`config.mk`:
```
export PLATFORM = sky130hd
export DESIGN_NAME = smartcard_char_link
export DESIGN_NICKNAME = d
export VERILOG_FILES = /design/src/rtl/sc_char_pkg.sv /design/src/rtl/sc_etu_tick.sv /design/src/rtl/sc_start_edge.sv /design/src/rtl/smartcard_char_link.sv
export SDC_FILE = /design/constraint.sdc
export NUM_CORES = 1
export LEC_CHECK = 0
export ABC_AREA = 1
export BUFFER_PORTS_ARGS = -buffer_cell sky130_fd_sc_hd__buf_2
export CORE_ASPECT_RATIO = 2
export CORE_MARGIN = 10
export CORE_UTILIZATION = 35
export CTS_BUF_LIST = sky130_fd_sc_hd__clkbuf_16
export DETAILED_ROUTE_END_ITERATION = 12
export PLACE_DENSITY_LB_ADDON = 0.1
export SYNTH_ARGS = -nofsm -noshare
export SYNTH_HDL_FRONTEND = slang
export SYNTH_SLANG_ARGS = --single-unit
```
`constraint.sdc`:
```
create_clock -name clk -period 7.76 [get_ports clk]
set_input_delay 1.552 -clock clk [delete_from_list [all_inputs] [get_ports clk]]
set_output_delay 1.552 -clock clk [all_outputs]
set_load 0.02 [all_outputs]
```
`src/rtl/sc_char_pkg.sv`:
```
package sc_char_pkg;

  typedef enum logic [1:0] {
    ST_IDLE = 2'd0,
    ST_RX   = 2'd1,
    ST_TX   = 2'd2
  } sc_state_e;

  // Even parity: the parity bit makes the total count of ones even.
  function automatic logic sc_even_parity(input logic [7:0] d);
    return ^d;
  endfunction

  // Level of character bit idx: 0 start, 1..8 data LSB first, 9 parity.
  function automatic logic sc_frame_bit(input logic [7:0] d, input logic [3:0] idx);
    logic [9:0] frame;
    frame = {sc_even_parity(d), d, 1'b0};
    return (idx <= 4'd9) ? frame[idx] : 1'b1;
  endfunction

  // True when a received byte and its parity bit disagree.
  function automatic logic sc_parity_bad(input logic [7:0] d, input logic par);
    return sc_even_parity(d) != par;
  endfunction

endpackage

```
`src/rtl/sc_etu_tick.sv`:
```
module sc_etu_tick #(
  parameter int DIV_W = 16
) (
  input  logic             clk,
  input  logic             rst_n,
  input  logic             restart,
  input  logic [DIV_W-1:0] div,
  output logic             tick
);

  logic [DIV_W-1:0] cnt;
  logic [DIV_W-1:0] last;

  assign last = (div == '0) ? '0 : div - 1'b1;
  assign tick = (cnt == last);

  always_ff @(posedge clk or negedge rst_n) begin
    if (!rst_n)                cnt <= '0;
    else if (restart || tick)  cnt <= '0;
    else                       cnt <= cnt + 1'b1;
  end

  AST_TICK_SPACING: assert property (@(posedge clk) disable iff (!rst_n)
    (tick && last != '0) |=> !tick);

endmodule

```
`src/rtl/sc_start_edge.sv`:
```
module sc_start_edge (
  input  logic clk,
  input  logic rst_n,
  input  logic armed,
  input  logic line_in,
  output logic start_fall
);

  logic line_q;

  always_ff @(posedge clk or negedge rst_n) begin
    if (!rst_n) line_q <= 1'b1;
    else        line_q <= line_in;
  end

  assign start_fall = armed && line_q && !line_in;

endmodule

```
`src/rtl/smartcard_char_link.sv`:
```
module smartcard_char_link #(
  parameter int OS        = 16,
  parameter int GUARD_ETU = 2,
  parameter int DIV_W     = 16,
  parameter int RETRY_W   = 3
) (
  input  logic               clk,
  input  logic               rst_n,
  input  logic               enable,
  input  logic [DIV_W-1:0]   cfg_div,
  input  logic [RETRY_W-1:0] cfg_retries,
  input  logic               tx_valid,
  input  logic [7:0]         tx_data,
  output logic               tx_ready,
  output logic               tx_done,
  output logic               tx_fail,
  output logic               rx_valid,
  output logic [7:0]         rx_data,
  output logic               rx_parity_err,
  input  logic               line_in,
  output logic               line_drive_low
);
  import sc_char_pkg::*;

  localparam int SUB_W = (OS > 1) ? $clog2(OS) : 1;
  localparam int ETU_W = $clog2(12 + GUARD_ETU + 1);
  localparam logic [SUB_W-1:0] SUB_LAST   = SUB_W'(OS - 1);
  localparam logic [SUB_W-1:0] SUB_MID    = SUB_W'(OS / 2 - 1);
  localparam logic [ETU_W-1:0] E_DATA_END = ETU_W'(8);
  localparam logic [ETU_W-1:0] E_PAR      = ETU_W'(9);
  localparam logic [ETU_W-1:0] E_TEN      = ETU_W'(10);
  localparam logic [ETU_W-1:0] E_ELEVEN   = ETU_W'(11);
  localparam logic [ETU_W-1:0] E_DONE     = ETU_W'(9 + GUARD_ETU);
  localparam logic [ETU_W-1:0] E_RETRY    = ETU_W'(11 + GUARD_ETU);

  sc_state_e          state;
  logic [DIV_W-1:0]   div_q;
  logic [RETRY_W-1:0] retry_q;
  logic [RETRY_W-1:0] tries_left;
  logic [SUB_W-1:0]   sub;
  logic [ETU_W-1:0]   etu;
  logic [7:0]         tx_byte;
  logic [7:0]         rx_sh;
  logic [7:0]         rx_data_q;
  logic               drive_q, err_seen, par_bad;
  logic               done_q, fail_q, rxv_q, perr_q;

  // Named events shared by the FSM and the assertions.
  logic tick, start_fall, etu_step, mid_step, idle_now;

  assign idle_now = (state == ST_IDLE);
  assign etu_step = tick && (sub == SUB_LAST);
  assign mid_step = tick && (sub == SUB_MID);

  sc_etu_tick #(.DIV_W(DIV_W)) u_tick (
    .clk(clk), .rst_n(rst_n), .restart(idle_now || !enable),
    .div(div_q), .tick(tick));

  sc_start_edge u_start (
    .clk(clk), .rst_n(rst_n), .armed(enable && idle_now),
    .line_in(line_in), .start_fall(start_fall));

  // Configuration is captured only while the block is disabled.
  always_ff @(posedge clk or negedge rst_n) begin
    if (!rst_n) begin
      div_q   <= DIV_W'(1);
      retry_q <= '0;
    end else if (!enable) begin
      div_q   <= cfg_div;
      retry_q <= cfg_retries;
    end
  end

  always_ff @(posedge clk or negedge rst_n) begin
    if (!rst_n) begin
      state <= ST_IDLE;   sub <= '0;       etu <= '0;
      drive_q <= 1'b0;    tx_byte <= '0;   rx_sh <= '0;   rx_data_q <= '0;
      tries_left <= '0;   err_seen <= 1'b0; par_bad <= 1'b0;
      done_q <= 1'b0; fail_q <= 1'b0; rxv_q <= 1'b0; perr_q <= 1'b0;
    end else begin
      done_q <= 1'b0; fail_q <= 1'b0; rxv_q <= 1'b0; perr_q <= 1'b0;
      if (tick) begin
        if (sub == SUB_LAST) begin sub <= '0; etu <= etu + 1'b1; end
        else                  sub <= sub + 1'b1;
      end
      if (!enable) begin
        state <= ST_IDLE; drive_q <= 1'b0; sub <= '0; etu <= '0;
      end else begin
        unique case (state)
          ST_IDLE: begin
            sub <= '0; etu <= '0;
            if (tx_valid) begin
              state <= ST_TX; tx_byte <= tx_data; tries_left <= retry_q;
              drive_q <= 1'b1; err_seen <= 1'b0;
            end else if (start_fall) begin
              state <= ST_RX; par_bad <= 1'b0;
            end
          end
          ST_TX: begin
            if (etu_step) begin
              if (etu < E_PAR)        drive_q <= ~sc_frame_bit(tx_byte, 4'(etu) + 4'd1);
              else if (etu == E_PAR)  drive_q <= 1'b0;
              if (etu == E_TEN)       err_seen <= ~line_in;
              if (!err_seen && etu == E_DONE) begin
                done_q <= 1'b1; state <= ST_IDLE;
              end
              if (err_seen && etu == E_RETRY) begin
                if (tries_left != '0) begin
                  tries_left <= tries_left - 1'b1; etu <= '0;
                  drive_q <= 1'b1; err_seen <= 1'b0;
                end else begin
                  fail_q <= 1'b1; state <= ST_IDLE;
                end
              end
            end
          end
          ST_RX: begin
            if (mid_step) begin
              if (etu == '0) begin
                if (line_in) state <= ST_IDLE;
              end else if (etu <= E_DATA_END) rx_sh <= {line_in, rx_sh[7:1]};
              else if (etu == E_PAR)          par_bad <= sc_parity_bad(rx_sh, line_in);
              else if (etu == E_TEN && par_bad) drive_q <= 1'b1;
            end
            if (etu_step) begin
              if (etu == E_ELEVEN) drive_q <= 1'b0;
              if (etu == E_DONE) begin
                state <= ST_IDLE; rx_data_q <= rx_sh;
                if (par_bad) perr_q <= 1'b1;
                else         rxv_q  <= 1'b1;
              end
            end
          end
          default: state <= ST_IDLE;
        endcase
      end
    end
  end

  assign tx_ready       = enable && idle_now;
  assign tx_done        = done_q;
  assign tx_fail        = fail_q;
  assign rx_valid       = rxv_q;
  assign rx_parity_err  = perr_q;
  assign rx_data        = rx_data_q;
  assign line_drive_low = drive_q;

  AST_RX_ERR_WINDOW: assert property (@(posedge clk) disable iff (!rst_n)
    (state == ST_RX && drive_q) |-> (etu == E_TEN || etu == E_ELEVEN));
  AST_TX_LINE_FREE: assert property (@(posedge clk) disable iff (!rst_n)
    (state == ST_TX && etu >= E_TEN) |-> !drive_q);
  AST_ONE_EVENT: assert property (@(posedge clk) disable iff (!rst_n)
    $onehot0({done_q, fail_q, rxv_q, perr_q}));
  AST_FAIL_NO_TRIES: assert property (@(posedge clk) disable iff (!rst_n)
    fail_q |-> (tries_left == '0));
  AST_CFG_FROZEN: assert property (@(posedge clk) disable iff (!rst_n)
    (enable && $past(enable)) |-> ($stable(div_q) && $stable(retry_q)));
  AST_DISABLE_RELEASE: assert property (@(posedge clk) disable iff (!rst_n)
    !enable |=> !drive_q);

endmodule

```
==> qor.csv <==
metric;value;unit
core_area;0.0140;mm2
critPathBufInv;3;
hold_path.class;register to register;
pin_count;46;
synth_seq_cells;80;
syn_area;0.00503;mm2
grt_pass1_vias;4858;
worstPathArrival;2180;ps
cts_buffers;9;
drv_slew;0;
start_kind;input port;
finalCriticalPeriod;3730;ps
power.switching;0.000479;W
dp_hpwl;10800;um
startpoint;enable;
slew_headroom;29.3;%
cp_top_family;buffers and inverters;
dr.first_iter.drc_count;177;
fmax;268;MHz
vias;4538;
ctsHoldBuffers;0;
final_area;0.00571;mm2
cts_htree_levels;3;
num_rows;61;
post_cts_buffers;0;
cts.path.max_buffers;2;
peakVddDrop;0.000152;V
cts_root_buf;clkbuf_16;
drc;0;
finalSetupViolCount;0;
first_pass_iters;4;
status;completed;
drt-total-wl;13700;um
via_per_inst;4.94;
n_antenna_cell;0;
nets;770;
crit_path_top_delay_cell;buf_2;
switching_share;35.6;%
worst_slew_pin_slew;1060;ps
fin_ws;4030;ps
synth_nets;728;
cp_max_fo;15;
drive_gt1_share;14.1;%
combPwrFrac;28.8;%
cp_common_cell;buf_2;
ant_nets;0;
drt-wirelength-per-cell;15.0;um
placed_area;0.00541;mm2
grt_usage;14.3;%
criticalPathCategory;input port to primary output;
finalSetupTns;0;ps
hold_start;par_bad$_DFFE_PN0P_;
clkTransAtPathRegs;70;ps
area_delta_synth_final;13.6;%
cts_tree;done;
place_ws;4040;ps
drv_cap;0;
die_w;105;um
synthArstFlopShare;100;%
slowest_delay;300;ps
finClkSkew;7.83;ps
multi_input_comb_area;0.00260;mm2
leakage;2.73;nW
p_per_area;235;mW/mm2
grt_pass1_wl;23000;um
place.gp.congestion;0.921;
dieArea;0.0199;mm2
finalPower;0.00134;W
port_buffers;45;
synth-edff-count;0;
die_h;190;um
antenna_found_initial;0;
start_util;36.0;%
crit-reg2reg-launch;div_q[0]$_DFFE_PN1N_;
worstPathCellList;buf_2 > nand2_1 > inv_1 > buf_2;
synth_cells;683;
seq_area;0.00200;mm2
ys_types;38;
clock-sinks;80;
cts.repair.resized;0;
pwr-share-clk;32.9;%
yosys_warnings;0;
grt_max_degree;81;
intPower;0.000866;W
period_share;48.1;%
finalHoldViolations;0;
grt_overflow_total;0;
insertion_delay;340;ps
p_seq_share;38.3;%
cp_data_required_time;6210;ps
ys_seq_area_share;39.9;%
rsz0062_at_grt;false;
syn_avg_cell_area;7.36;um2
fill_cells;1511;
synth_ff_type;dfrtp_1;
end_kind;primary output;
## worst paths after layout
path / to / slack (ps) / cells past startpoint
worst max-delay path: tx_ready / 4030 / 4
worst min-delay path: rx_valid$_DFF_PN0_ / 430 / 1
worst max register to register: u_tick.cnt[2]$_DFF_PN0_ / 4600 / 16
worst min register to register: rx_valid$_DFF_PN0_ / 430 / 1
max in group asynchronous: div_q[11]$_DFFE_PN0N_ / 5670 / 1
min in group asynchronous: div_q[12]$_DFFE_PN0N_ / 1340 / 1
## logic make-up (layout without fill, tap and decap cells)
kind of cell / Yosys count / in the layout / synth area share (%)
AND/OR/NAND/NOR: 362 / 362 / 33.3
buffers and inverters: 104 / 151 / 8.46
AO/OA/AOI/OAI: 100 / 100 / 10.8
flip-flops: 80 / 80 / 39.9
XOR/XNOR: 20 / 20 / 3.48
adder cells (fa/ha/maj): 13 / 13 / 3.23
multiplexers: 4 / 4 / 0.896
## routing by layer
| layer | track usage (%) | vias to the layer above | wire length, um |
|---|---|---|---|
| met5 | 0 | - | 0 |
| met4 | 8.81 | 0 | 671 |
| met3 | 2.48 | 34 | 409 |
| met2 | 29.2 | 85 | 8030 |
| met1 | 12.2 | 2144 | 4630 |
| li1 | - | 2275 | - |
## flip-flops by register name, summed over array words and instances (netlist names)
signal / cells
tx_byte: 8
div_q: 16
rx_data: 8
tx_fail: 1
u_tick.cnt: 16
sub: 4
line_drive_low: 1
state: 2
u_start.line_q: 1
etu: 4
rx_parity_err: 1
par_bad: 1
rx_sh: 8
tx_done: 1
retry_q: 3
tries_left: 3
err_seen: 1
rx_valid: 1
## layout by cell type, fill, tap and decap left out, drive strengths merged, types with 3 or more instances in the layout
| master | count |
|---|---|
| nand3 | 38 |
| o211ai | 3 |
| nand3b | 3 |
| clkbuf | 9 |
| nor4 | 3 |
| xor2 | 10 |
| a31oi | 3 |
| nand2 | 188 |
| o21ai | 62 |
| nor3 | 10 |
| nor2 | 90 |
| nand4 | 24 |
| a21oi | 30 |
| inv | 92 |
| dfrtp | 78 |
| ha | 13 |
| mux2 | 4 |
| buf | 46 |
| xnor2 | 10 |
## area by class of cell
class	instances	share of cell area (%)
Inverter	89	5.85
Timing Repair Buffer	46	4.12
Clock inverter	7	1.36
Sequential cell	80	35.1
Multi-Input combinational cell	499	45.5
Tap cell	189	4.14
Clock buffer	9	3.94
## metrics by stage
| stage | util, % | cells | hold WS [ps] |
|---|---|---|---|
| 2_1_floorplan | - | 683 | 403 |
| 3_3_place_gp | 38.7 | 903 | 430 |
| 3_5_place_dp | 38.7 | 903 | 432 |
| 4_1_cts | 40.9 | 919 | 439 |
| 5_1_grt | 40.9 | 919 | 455 |
| 6_report | 40.9 | 919 | 432 |
## power groups by stage
| stage | clock, W | combinational [W] | sequential (W) |
|---|---|---|---|
| after global placement | 0 | 0.000384 | 0.000522 |
| final | 0.000443 | 0.000387 | 0.000515 |
| after CTS | 0.000455 | 0.000391 | 0.000516 |
| after floorplan | 0 | 0.000293 | 0.000513 |
| after detailed placement | 0 | 0.000389 | 0.000524 |
| after global routing | 0.000471 | 0.000450 | 0.000523 |
## cells in the mapped netlist, types with 11 or more instances
library cell | number | area share (%)
a21oi_1 | 30 | 3.0
inv_1 | 88 | 6.6
nor2_1 | 76 | 5.7
dfrtp_1 | 78 | 39
ha_1 | 13 | 3.2
o21ai_1 | 11 | 1.1
nand3_1 | 35 | 3.5
o21ai_0 | 44 | 4.4
nand4_1 | 21 | 2.6
nand2_1 | 182 | 14
## worst reg2reg max path, stage by stage (launching register included)
cell and delay (ps):
dfstp_2 530, inv_2 70, ha_1 250, nand2_2 160
nor2_2 80, nand2_4 260, nand3_1 150, nand2_1 90
nand2_1 70, nor2_1 140, nand2_2 80, nor2_4 210
nand2_1 130, nand2_1 420, inv_1 220, o21ai_0 140
a21oi_1 60
(Power assumes the default switching activity.)
